<file path="src/rtl/pp_ep_pkg.sv">
package pp_ep_pkg;

   // response pulse selector on the packet side
   typedef enum logic [1:0] {
      RESP_IDLE = 2'd0,
      RESP_ACK  = 2'd1,
      RESP_NAK  = 2'd2
   } pp_resp_e;

   // status word field positions
   localparam int unsigned STAT_RDY0    = 0;
   localparam int unsigned STAT_RDY1    = 1;
   localparam int unsigned STAT_OWN     = 2;
   localparam int unsigned STAT_CNT_LSB = 3;

   localparam int unsigned NUM_BANKS = 2;

endpackage

</file>
<file path="src/rtl/pp_ep_bank_mem.sv">
module pp_ep_bank_mem #(
   parameter int unsigned DATA_W = 8,
   parameter int unsigned DEPTH  = 64,
   localparam int unsigned AW    = $clog2(DEPTH)
) (
   input  logic              clk,
   input  logic              we,
   input  logic [AW-1:0]     waddr,
   input  logic [DATA_W-1:0] wdata,
   input  logic [AW-1:0]     raddr,
   output logic [DATA_W-1:0] rdata
);

   logic [DATA_W-1:0] store [DEPTH];

   always_ff @(posedge clk) begin
      if (we) begin
         store[waddr] <= wdata;
      end
   end

   assign rdata = store[raddr];

endmodule

</file>
<file path="src/rtl/pp_ep_fill_ctrl.sv">
module pp_ep_fill_ctrl
   import pp_ep_pkg::*;
#(
   parameter int unsigned DEPTH = 64,
   localparam int unsigned AW   = $clog2(DEPTH),
   localparam int unsigned CW   = $clog2(DEPTH + 1)
) (
   input  logic                 clk,
   input  logic                 rst_n,
   input  logic                 pkt_start,
   input  logic                 pkt_valid,
   input  logic                 pkt_end,
   input  logic [NUM_BANKS-1:0] bank_ready,
   output logic [NUM_BANKS-1:0] bank_we,
   output logic [AW-1:0]        bank_waddr,
   output logic                 done,
   output logic                 done_bank,
   output logic [CW-1:0]        done_count,
   output logic                 pkt_ack,
   output logic                 pkt_nak
);

   localparam logic [CW-1:0] DEPTH_C = CW'(DEPTH);

   logic          wr_bank;
   logic          in_pkt;
   logic          taking;
   logic [CW-1:0] wr_ptr;
   logic          byte_wr;
   pp_resp_e      resp_q;

   assign byte_wr    = pkt_valid && in_pkt && taking && (wr_ptr < DEPTH_C);
   assign bank_waddr = wr_ptr[AW-1:0];

   for (genvar b = 0; b < NUM_BANKS; b++) begin : g_we
      assign bank_we[b] = byte_wr && (wr_bank == 1'(b));
   end

   assign done       = pkt_end && in_pkt && taking;
   assign done_bank  = wr_bank;
   assign done_count = wr_ptr + CW'(byte_wr);

   always_ff @(posedge clk) begin
      if (!rst_n) begin
         wr_bank <= 1'b0;
         in_pkt  <= 1'b0;
         taking  <= 1'b0;
         wr_ptr  <= '0;
         resp_q  <= RESP_IDLE;
      end else begin
         resp_q <= RESP_IDLE;
         if (pkt_start) begin
            in_pkt <= 1'b1;
            taking <= !bank_ready[wr_bank];
            wr_ptr <= '0;
         end else begin
            if (byte_wr) begin
               wr_ptr <= wr_ptr + 1'b1;
            end
            if (pkt_end && in_pkt) begin
               in_pkt <= 1'b0;
               taking <= 1'b0;
               if (taking) begin
                  resp_q  <= RESP_ACK;
                  wr_bank <= !wr_bank;
               end else begin
                  resp_q <= RESP_NAK;
               end
            end
         end
      end
   end

   assign pkt_ack = (resp_q == RESP_ACK);
   assign pkt_nak = (resp_q == RESP_NAK);

endmodule

</file>
<file path="src/rtl/pp_ep_drain_ctrl.sv">
module pp_ep_drain_ctrl
   import pp_ep_pkg::*;
#(
   parameter int unsigned DATA_W = 8,
   parameter int unsigned DEPTH  = 64,
   localparam int unsigned AW    = $clog2(DEPTH),
   localparam int unsigned CW    = $clog2(DEPTH + 1)
) (
   input  logic                 clk,
   input  logic                 rst_n,
   input  logic                 done,
   input  logic                 done_bank,
   input  logic [CW-1:0]        done_count,
   input  logic                 cpu_pop,
   input  logic                 cpu_clr_en,
   input  logic [NUM_BANKS-1:0] cpu_clr_mask,
   input  logic [DATA_W-1:0]    bank_rdata [NUM_BANKS],
   output logic [NUM_BANKS-1:0] bank_ready,
   output logic [AW-1:0]        bank_raddr,
   output logic                 own_bank,
   output logic [CW-1:0]        own_count,
   output logic [DATA_W-1:0]    fifo_data
);

   logic [CW-1:0] cnt_q [NUM_BANKS];
   logic [CW-1:0] rd_ptr;
   logic          own_rdy;
   logic          more;
   logic          release_own;

   assign own_rdy     = bank_ready[own_bank];
   assign own_count   = own_rdy ? cnt_q[own_bank] : '0;
   assign more        = own_rdy && (rd_ptr < cnt_q[own_bank]);
   assign release_own = cpu_clr_en && cpu_clr_mask[own_bank] && own_rdy;
   assign bank_raddr  = rd_ptr[AW-1:0];
   assign fifo_data   = more ? bank_rdata[own_bank] : '0;

   for (genvar b = 0; b < NUM_BANKS; b++) begin : g_flag
      always_ff @(posedge clk) begin
         if (!rst_n) begin
            bank_ready[b] <= 1'b0;
            cnt_q[b]      <= '0;
         end else if (done && (done_bank == 1'(b))) begin
            bank_ready[b] <= 1'b1;
            cnt_q[b]      <= done_count;
         end else if (release_own && (own_bank == 1'(b))) begin
            bank_ready[b] <= 1'b0;
         end
      end
   end

   always_ff @(posedge clk) begin
      if (!rst_n) begin
         own_bank <= 1'b0;
         rd_ptr   <= '0;
      end else if (release_own) begin
         own_bank <= !own_bank;
         rd_ptr   <= '0;
      end else if (cpu_pop && more) begin
         rd_ptr <= rd_ptr + 1'b1;
      end
   end

endmodule

</file>
<file path="src/rtl/pp_out_ep_buffer.sv">
module pp_out_ep_buffer
   import pp_ep_pkg::*;
#(
   parameter int unsigned DATA_W     = 8,
   parameter int unsigned BANK_DEPTH = 64,
   localparam int unsigned AW        = $clog2(BANK_DEPTH),
   localparam int unsigned CNT_W     = $clog2(BANK_DEPTH + 1),
   localparam int unsigned STAT_W    = STAT_CNT_LSB + CNT_W
) (
   input  logic                 clk,
   input  logic                 rst_n,
   input  logic                 pkt_start,
   input  logic                 pkt_valid,
   input  logic [DATA_W-1:0]    pkt_data,
   input  logic                 pkt_end,
   output logic                 pkt_ack,
   output logic                 pkt_nak,
   input  logic                 cpu_pop,
   output logic [DATA_W-1:0]    cpu_fifo_data,
   input  logic                 cpu_clr_en,
   input  logic [1:0]           cpu_clr_mask,
   output logic [STAT_W-1:0]    cpu_status,
   output logic                 cpu_irq
);

   if (BANK_DEPTH < 2) begin : g_bad_depth
      $error("pp_out_ep_buffer: BANK_DEPTH must be at least 2");
   end
   if (DATA_W < 1) begin : g_bad_width
      $error("pp_out_ep_buffer: DATA_W must be at least 1");
   end

   logic [NUM_BANKS-1:0] bank_we;
   logic [NUM_BANKS-1:0] bank_ready;
   logic [AW-1:0]        waddr;
   logic [AW-1:0]        raddr;
   logic [DATA_W-1:0]    rdata [NUM_BANKS];
   logic                 done;
   logic                 done_bank;
   logic [CNT_W-1:0]     done_count;
   logic                 own_bank;
   logic [CNT_W-1:0]     own_count;

   pp_ep_fill_ctrl #(.DEPTH(BANK_DEPTH)) u_fill (
      .clk        (clk),
      .rst_n      (rst_n),
      .pkt_start  (pkt_start),
      .pkt_valid  (pkt_valid),
      .pkt_end    (pkt_end),
      .bank_ready (bank_ready),
      .bank_we    (bank_we),
      .bank_waddr (waddr),
      .done       (done),
      .done_bank  (done_bank),
      .done_count (done_count),
      .pkt_ack    (pkt_ack),
      .pkt_nak    (pkt_nak)
   );

   for (genvar b = 0; b < NUM_BANKS; b++) begin : g_bank
      pp_ep_bank_mem #(.DATA_W(DATA_W), .DEPTH(BANK_DEPTH)) u_mem (
         .clk   (clk),
         .we    (bank_we[b]),
         .waddr (waddr),
         .wdata (pkt_data),
         .raddr (raddr),
         .rdata (rdata[b])
      );
   end

   pp_ep_drain_ctrl #(.DATA_W(DATA_W), .DEPTH(BANK_DEPTH)) u_drain (
      .clk          (clk),
      .rst_n        (rst_n),
      .done         (done),
      .done_bank    (done_bank),
      .done_count   (done_count),
      .cpu_pop      (cpu_pop),
      .cpu_clr_en   (cpu_clr_en),
      .cpu_clr_mask (cpu_clr_mask),
      .bank_rdata   (rdata),
      .bank_ready   (bank_ready),
      .bank_raddr   (raddr),
      .own_bank     (own_bank),
      .own_count    (own_count),
      .fifo_data    (cpu_fifo_data)
   );

   assign cpu_status = {own_count, own_bank, bank_ready[1], bank_ready[0]};
   assign cpu_irq    = |bank_ready;

endmodule

</file>
<file path="config.mk">
export PLATFORM = sky130hd
export DESIGN_NAME = pp_out_ep_buffer
export DESIGN_NICKNAME = d
export VERILOG_FILES = /design/src/rtl/pp_ep_pkg.sv /design/src/rtl/pp_ep_bank_mem.sv /design/src/rtl/pp_ep_fill_ctrl.sv /design/src/rtl/pp_ep_drain_ctrl.sv /design/src/rtl/pp_out_ep_buffer.sv
export SDC_FILE = /design/constraint.sdc
export NUM_CORES = 1
export LEC_CHECK = 0
export BUFFER_PORTS_ARGS = -buffer_cell sky130_fd_sc_hd__buf_2
export CAP_MARGIN = 20
export CORE_ASPECT_RATIO = 0.75
export CORE_MARGIN = 10
export CORE_UTILIZATION = 44
export CTS_BUF_LIST = sky130_fd_sc_hd__clkbuf_8
export CTS_CLUSTER_SIZE = 30
export DETAILED_ROUTE_END_ITERATION = 16
export SYNTH_ARGS = -nofsm -noshare
export SYNTH_HDL_FRONTEND = slang
export SYNTH_HIERARCHICAL = 1
export SYNTH_SLANG_ARGS = --single-unit
</file>
<file path="constraint.sdc">
create_clock -name clk -period 6.7 [get_ports clk]
set_clock_uncertainty 0.15 [all_clocks]
set_input_delay 1.005 -clock clk [delete_from_list [all_inputs] [get_ports clk]]
set_output_delay 1.005 -clock clk [all_outputs]
set_load 0.05 [all_outputs]
</file>
# == Word level (Yosys, flattened, before mapping) ==
# Memories as Yosys holds them, arrays and structs flattened. A register that Yosys moved wholly into a read port is not among the register bits.
# Index checks and enable logic that the tools add are counted.
# word_totals
register_bits,22
ram_bits,1038
in_bits,17
output_inout_bits,21
wordCells,94
n_memories,3
# op_classes
addsub,3
order_cmp,5
eq_ne,2
mux,38
bitwise,8
n_reduce_logical,26
# mem_list
name,depth,word_bits,read_ports,rd_ports_with_merged_regs,write_ports,line_no,source
g_bank[0].u_mem.store,64,8,1,1,1,pp_ep_bank_mem.sv:14,logic [DATA_W-1:0] store [DEPTH];
g_bank[1].u_mem.store,64,8,1,1,1,pp_ep_bank_mem.sv:14,
u_drain.cnt_q,2,7,1,1,2,pp_ep_drain_ctrl.sv:25,logic [CW-1:0] cnt_q [NUM_BANKS];
# ops
cell,n
$mux 8,4
$mux 1,26
$mux 6,4
$mux 7,3
$logic_and 1x1->1,15
$add 7x1->7 const B,2
$add 7x1->7,1
$lt 7x7->1,1
$lt 7x7->1 const B,1
$reduce_bool 2->1,3
$reduce_or 2->1,3
$not 1->1,5
$lt 1x2->1 const B,2
$logic_not 1->1,3
$reduce_and 3->1,1
$reduce_or 3->1,1
$eq 2x1->1 const B,1
$eq 2x2->1 const B,1
$ge 2x2->1 const B,1
$mux 2,1
$not 1->2,1
$or 1x1->1,2

# == Logic depth before layout (Yosys ltp) ==
# depth
depth_word,7
mapped_depth,12
mapped_depth_nobuf,7

# == Hierarchy ==
# The synthesis kept the hierarchy.
# by_module_without_submodules
module,n_inst,cells_per_inst,area_per_inst_um2,seq_area_each_um2
pp_ep_bank_mem,2,932,20006.7,15374.7
pp_ep_drain_ctrl,1,146,1458.9,640.6
pp_ep_fill_ctrl,1,78,656.9,240.2
pp_out_ep_buffer,1,2,13.8,0.0

# == Worst setup path before layout ==
# OpenSTA, ideal clock, no wires.
# synth_timing
path_kind,register to output
startpoint,reg u_drain.rd_ptr[0]
endpoint,out cpu_fifo_data[6]
t_arrival_ns,2.673
required_time_ns,5.545
path_slack_ns,2.872
stages_incl_launch_ff,13
path_buffers,6
cell_sequence,dfxtp_1 buf_4 buf_6 buf_12 buf_12 buf_4 buf_4 a211oi_1 nor4_1 nor3_1 o32ai_1 mux2i_1 nor2_1
# synth_between
elab_chain_len,3
# synth_rtl
element,line_no,source
start: declaration,pp_ep_drain_ctrl.sv:26,logic [CW-1:0] rd_ptr;
start signal: assignment,pp_ep_drain_ctrl.sv:60,rd_ptr <= rd_ptr + 1'b1;
$lt 7x7->1,pp_ep_drain_ctrl.sv:33,assign more = own_rdy && (rd_ptr < cnt_q[own_bank]);
$logic_and 1x1->1,pp_ep_drain_ctrl.sv:33,
$mux 8,pp_ep_drain_ctrl.sv:36,assign fifo_data = more ? bank_rdata[own_bank] : '0;
end: declaration,pp_out_ep_buffer.sv:19,"output logic [DATA_W-1:0] cpu_fifo_data,"
# Every way passes these cells.

# == Worst setup path in the final report ==
# layout_timing
startpoint,reg u_drain.rd_ptr[0]
endpoint,out cpu_fifo_data[2]
# The elaborated chain is that of the path after synthesis.

==> impl_metrics.yaml <==
flow_run:
  maxCapViolCount: 0
sta:
  rsz0062_at_grt: "no"
  max_freq_ghz: 0.1637
  relSlewSlack_pct: 18.86
  slew_violations: 0
  finalSetupTns_ns: 0
  tightest_slew_ns: 1.215
  period_needed_ns: 6.109
  fin_crit_sh_pct: 91.19
  fin_hold_ws_ns: 0.3161
  setup_viol: 0
  final_hold_viol_count: 0
  fin_ws_ns: 0.5906
pwr:
  powerDensity_nw_per_um2: 266.3
  ir_drop_mv: 0.1958
  power.leakage_nw: 14.02
placement:
  dp_slack_ns: 1.445
  place_area_um2: 43600
  hpwl_um: 63110
  gp_congestion: 0.7997
  io_buffers: 37
global_route:
  grt_pass1_vias: 21878
  overflow: 0
  grt_pass1_wl_um: 151000
  antenna_found_initial: 3
  grt_usage_pct: 19.00
  grt_max_degree: 97
hold_path:
  holdPathEnd: "u_fill/in_pkt$_SDFFE_PN0P_"
  min_from: "pkt_start"
  whs_path_depth: 2
  hold_class: "in -> reg"
worst_setup_path:
  reg2reg_slack_ns: 2.88
  end_kind: "primary output"
  rr_endpoint: "g_bank[0].u_mem/store[38][5]$_DFFE_PP_"
  start_kind: "flip-flop"
  path_max_fanout: 36
  reg2regPathDepth: 5
  setup.worst_path.class: "reg -> out"
  rr_startpoint: "u_fill/wr_ptr[6]$_SDFFE_PP0N_"
  required_ns: 5.54
  crit_arrival_ns: 4.95
synth:
  syn_avg_cell_area_um2: 20.16
  ys.flop_type: "edfxtp_1"
  synth_xor_area_share_pct: 0.1247
  async_reset_ff_share_pct: 0
  synth_compound_gate_area_share_pct: 2.518
  synth_mux_area_share_pct: 15.71
  ys_ff_latch: 1061
  seq_area_frac_synth_pct: 75.05
  yosys.area_share.simple_pct: 4.388
  yosys_warnings: 6
  synth_top_family_by_area: "multiplexers"
  ys_types: 57
  syn-cell-area_um2: 42140
  syn_inst: 2090
  syn_nets: 2119
  synthAdderAreaFrac_pct: 0.3563
  synth_edf_count: 1038
floorplanning:
  rows: 98
  start_util_pct: 44.29
  die_h_um: 288.0
  ios: 38
  core_um2: 95150
  die_w_um: 377.4
  dieArea_um2: 108700
finish:
  layout_common_cells: "edfxtp_1, mux4_2, nor2_1, clkbuf_8, mux2i_1"
  final_common_cell: "edfxtp_1"
  finalInstanceArea_um2: 46570
  final_core_util_pct: 48.94
  drive_gt1_share_pct: 24.61
  nNetsFinal: 2249
  area_growth_pct: 10.50
detailed_routing:
  wl_um: 102600
  vias_per_cell: 5.960
  wl_per_cell_um: 28.50
  firstDrtPassIters: 5
  drc: 0
  first_iter_violations: 2716
  ant_nets: 0
  vias: 21461
clock_tree:
  root_buffer: "clkbuf_8"
  ctsHoldBuffers: 0
  cts.sinks: 1061
  cts_tree: "done"
  htree_levels: 4
  cts_resized: 0
  cts_buffers: 162
  postCtsSetupBuffers: 0
  clock_path_buffers: 3
  clkLatencyLatePin_ns: 0.81
  clk_pin_slew_ns: 0.06
outcome:
  status: "finished clean"
[final cells by class]
| cell class | instances | area [µm²] |
|---|---|---|
| Fill cell | 7748 | 48580 |
| Sequential cell | 1061 | 31650 |
| Multi-Input combinational cell | 902 | 9742 |
| Clock buffer | 166 | 2285 |
| Tap cell | 1250 | 1564 |
| Timing Repair Buffer | 88 | 674.4 |
| Clock inverter | 127 | 631.9 |
| Inverter | 5 | 18.77 |
| Antenna cell | 2 | 5.005 |
[sequential cells by signal, summed over array words and instances (netlist names), named ones only]
| register | count |
|---|---|
| g_bank.u_mem/store | 1024 |
| u_drain/cnt_q | 14 |
| u_drain/rd_ptr | 7 |
| u_fill/wr_ptr | 7 |
| u_drain/bank_ready | 2 |
| u_fill/resp_q | 2 |
| u_drain/own_bank | 1 |
| u_fill/done_bank | 1 |
| u_fill/in_pkt | 1 |
| u_fill/taking | 1 |
[through the flow]
step,instances,power [W]
after floorplan,2090,0.007511
after global placement,3302,0.007639
after detailed placement,3302,0.007650
after CTS,3595,0.01254
after global routing,3600,0.01287
final,3601,0.01240
[worst max-delay path, cell delays in order, from the launching register on]
cell	delay, ns
dfxtp_4	0.90
buf_4	0.56
mux4_2	0.59
mux4_2	0.49
nor2_1	0.30
nor3_1	0.14
o2bb2ai_1	0.22
mux2i_1	0.56
nor2_1	0.08
buf_2	0.25
[power breakdown]
| group | total, W | leakage, nW | internal (W) | switching [W] |
|---|---|---|---|---|
| clock | 0.00490 | 1.67 | 0.00242 | 0.00247 |
| combinational | 0.000215 | 2.83 | 0.0000521 | 0.000163 |
| sequential | 0.00729 | 9.53 | 0.00729 | 0.00000635 |
| total | 0.0124 | 14.0 | 0.00976 | 0.00264 |
[layer usage]
metal	share of wire [%]	wire length, µm	track usage, %
met1	45	46110	28.81
met2	44	44800	26.71
met3	9.8	10050	5.096
met4	1.6	1643	5.446
met5	0.013	13	0
[kinds of logic after synthesis]
group / count (synthesis)
AO/OA/AOI/OAI: 143
flip-flops: 1061
buffers and inverters: 127
XOR/XNOR: 6
multiplexers: 343
adder cells (fa/ha/maj): 12
AND/OR/NAND/NOR: 398
[how the worst max path moves through the flow]
stage / start / to / cells past startpoint
2_1_floorplan: u_drain/rd_ptr[0]$_SDFFE_PP0P_ / cpu_fifo_data[6] / 12
3_3_place_gp: u_drain/rd_ptr[0]$_SDFFE_PP0P_ / cpu_fifo_data[2] / 9
3_5_place_dp: u_drain/rd_ptr[0]$_SDFFE_PP0P_ / cpu_fifo_data[0] / 9
4_1_cts: u_drain/rd_ptr[0]$_SDFFE_PP0P_ / cpu_fifo_data[0] / 9
5_1_grt: u_drain/rd_ptr[0]$_SDFFE_PP0P_ / cpu_fifo_data[0] / 9
6_report: u_drain/rd_ptr[0]$_SDFFE_PP0P_ / cpu_fifo_data[2] / 9
[cells in the mapped netlist, drive strengths merged, types with 7 or more instances]
| cell type | n | area (µm²) |
|---|---|---|
| edfxtp | 1038 | 31170 |
| mux4 | 252 | 5675 |
| nor2 | 187 | 701.9 |
| buf | 86 | 626.9 |
| mux2i | 65 | 650.6 |
| nand2 | 57 | 214.0 |
| clkbuf | 36 | 135.1 |
| nor2b | 33 | 206.5 |
| nand3 | 31 | 155.2 |
| mux2 | 26 | 292.8 |
| dfxtp | 23 | 460.4 |
| and2 | 17 | 106.4 |
| nand2b | 17 | 106.4 |
| o22ai | 17 | 106.4 |
| a21oi | 16 | 80.08 |
| o21ai | 16 | 80.08 |
| o221ai | 16 | 140.1 |
| nor3 | 15 | 75.07 |
| a221oi | 12 | 105.1 |
| ha | 12 | 150.1 |
| or3 | 11 | 71.31 |
| a211oi | 8 | 60.06 |
| nand3b | 8 | 60.06 |
| nand4 | 7 | 43.79 |
(Power assumes the default switching activity.)
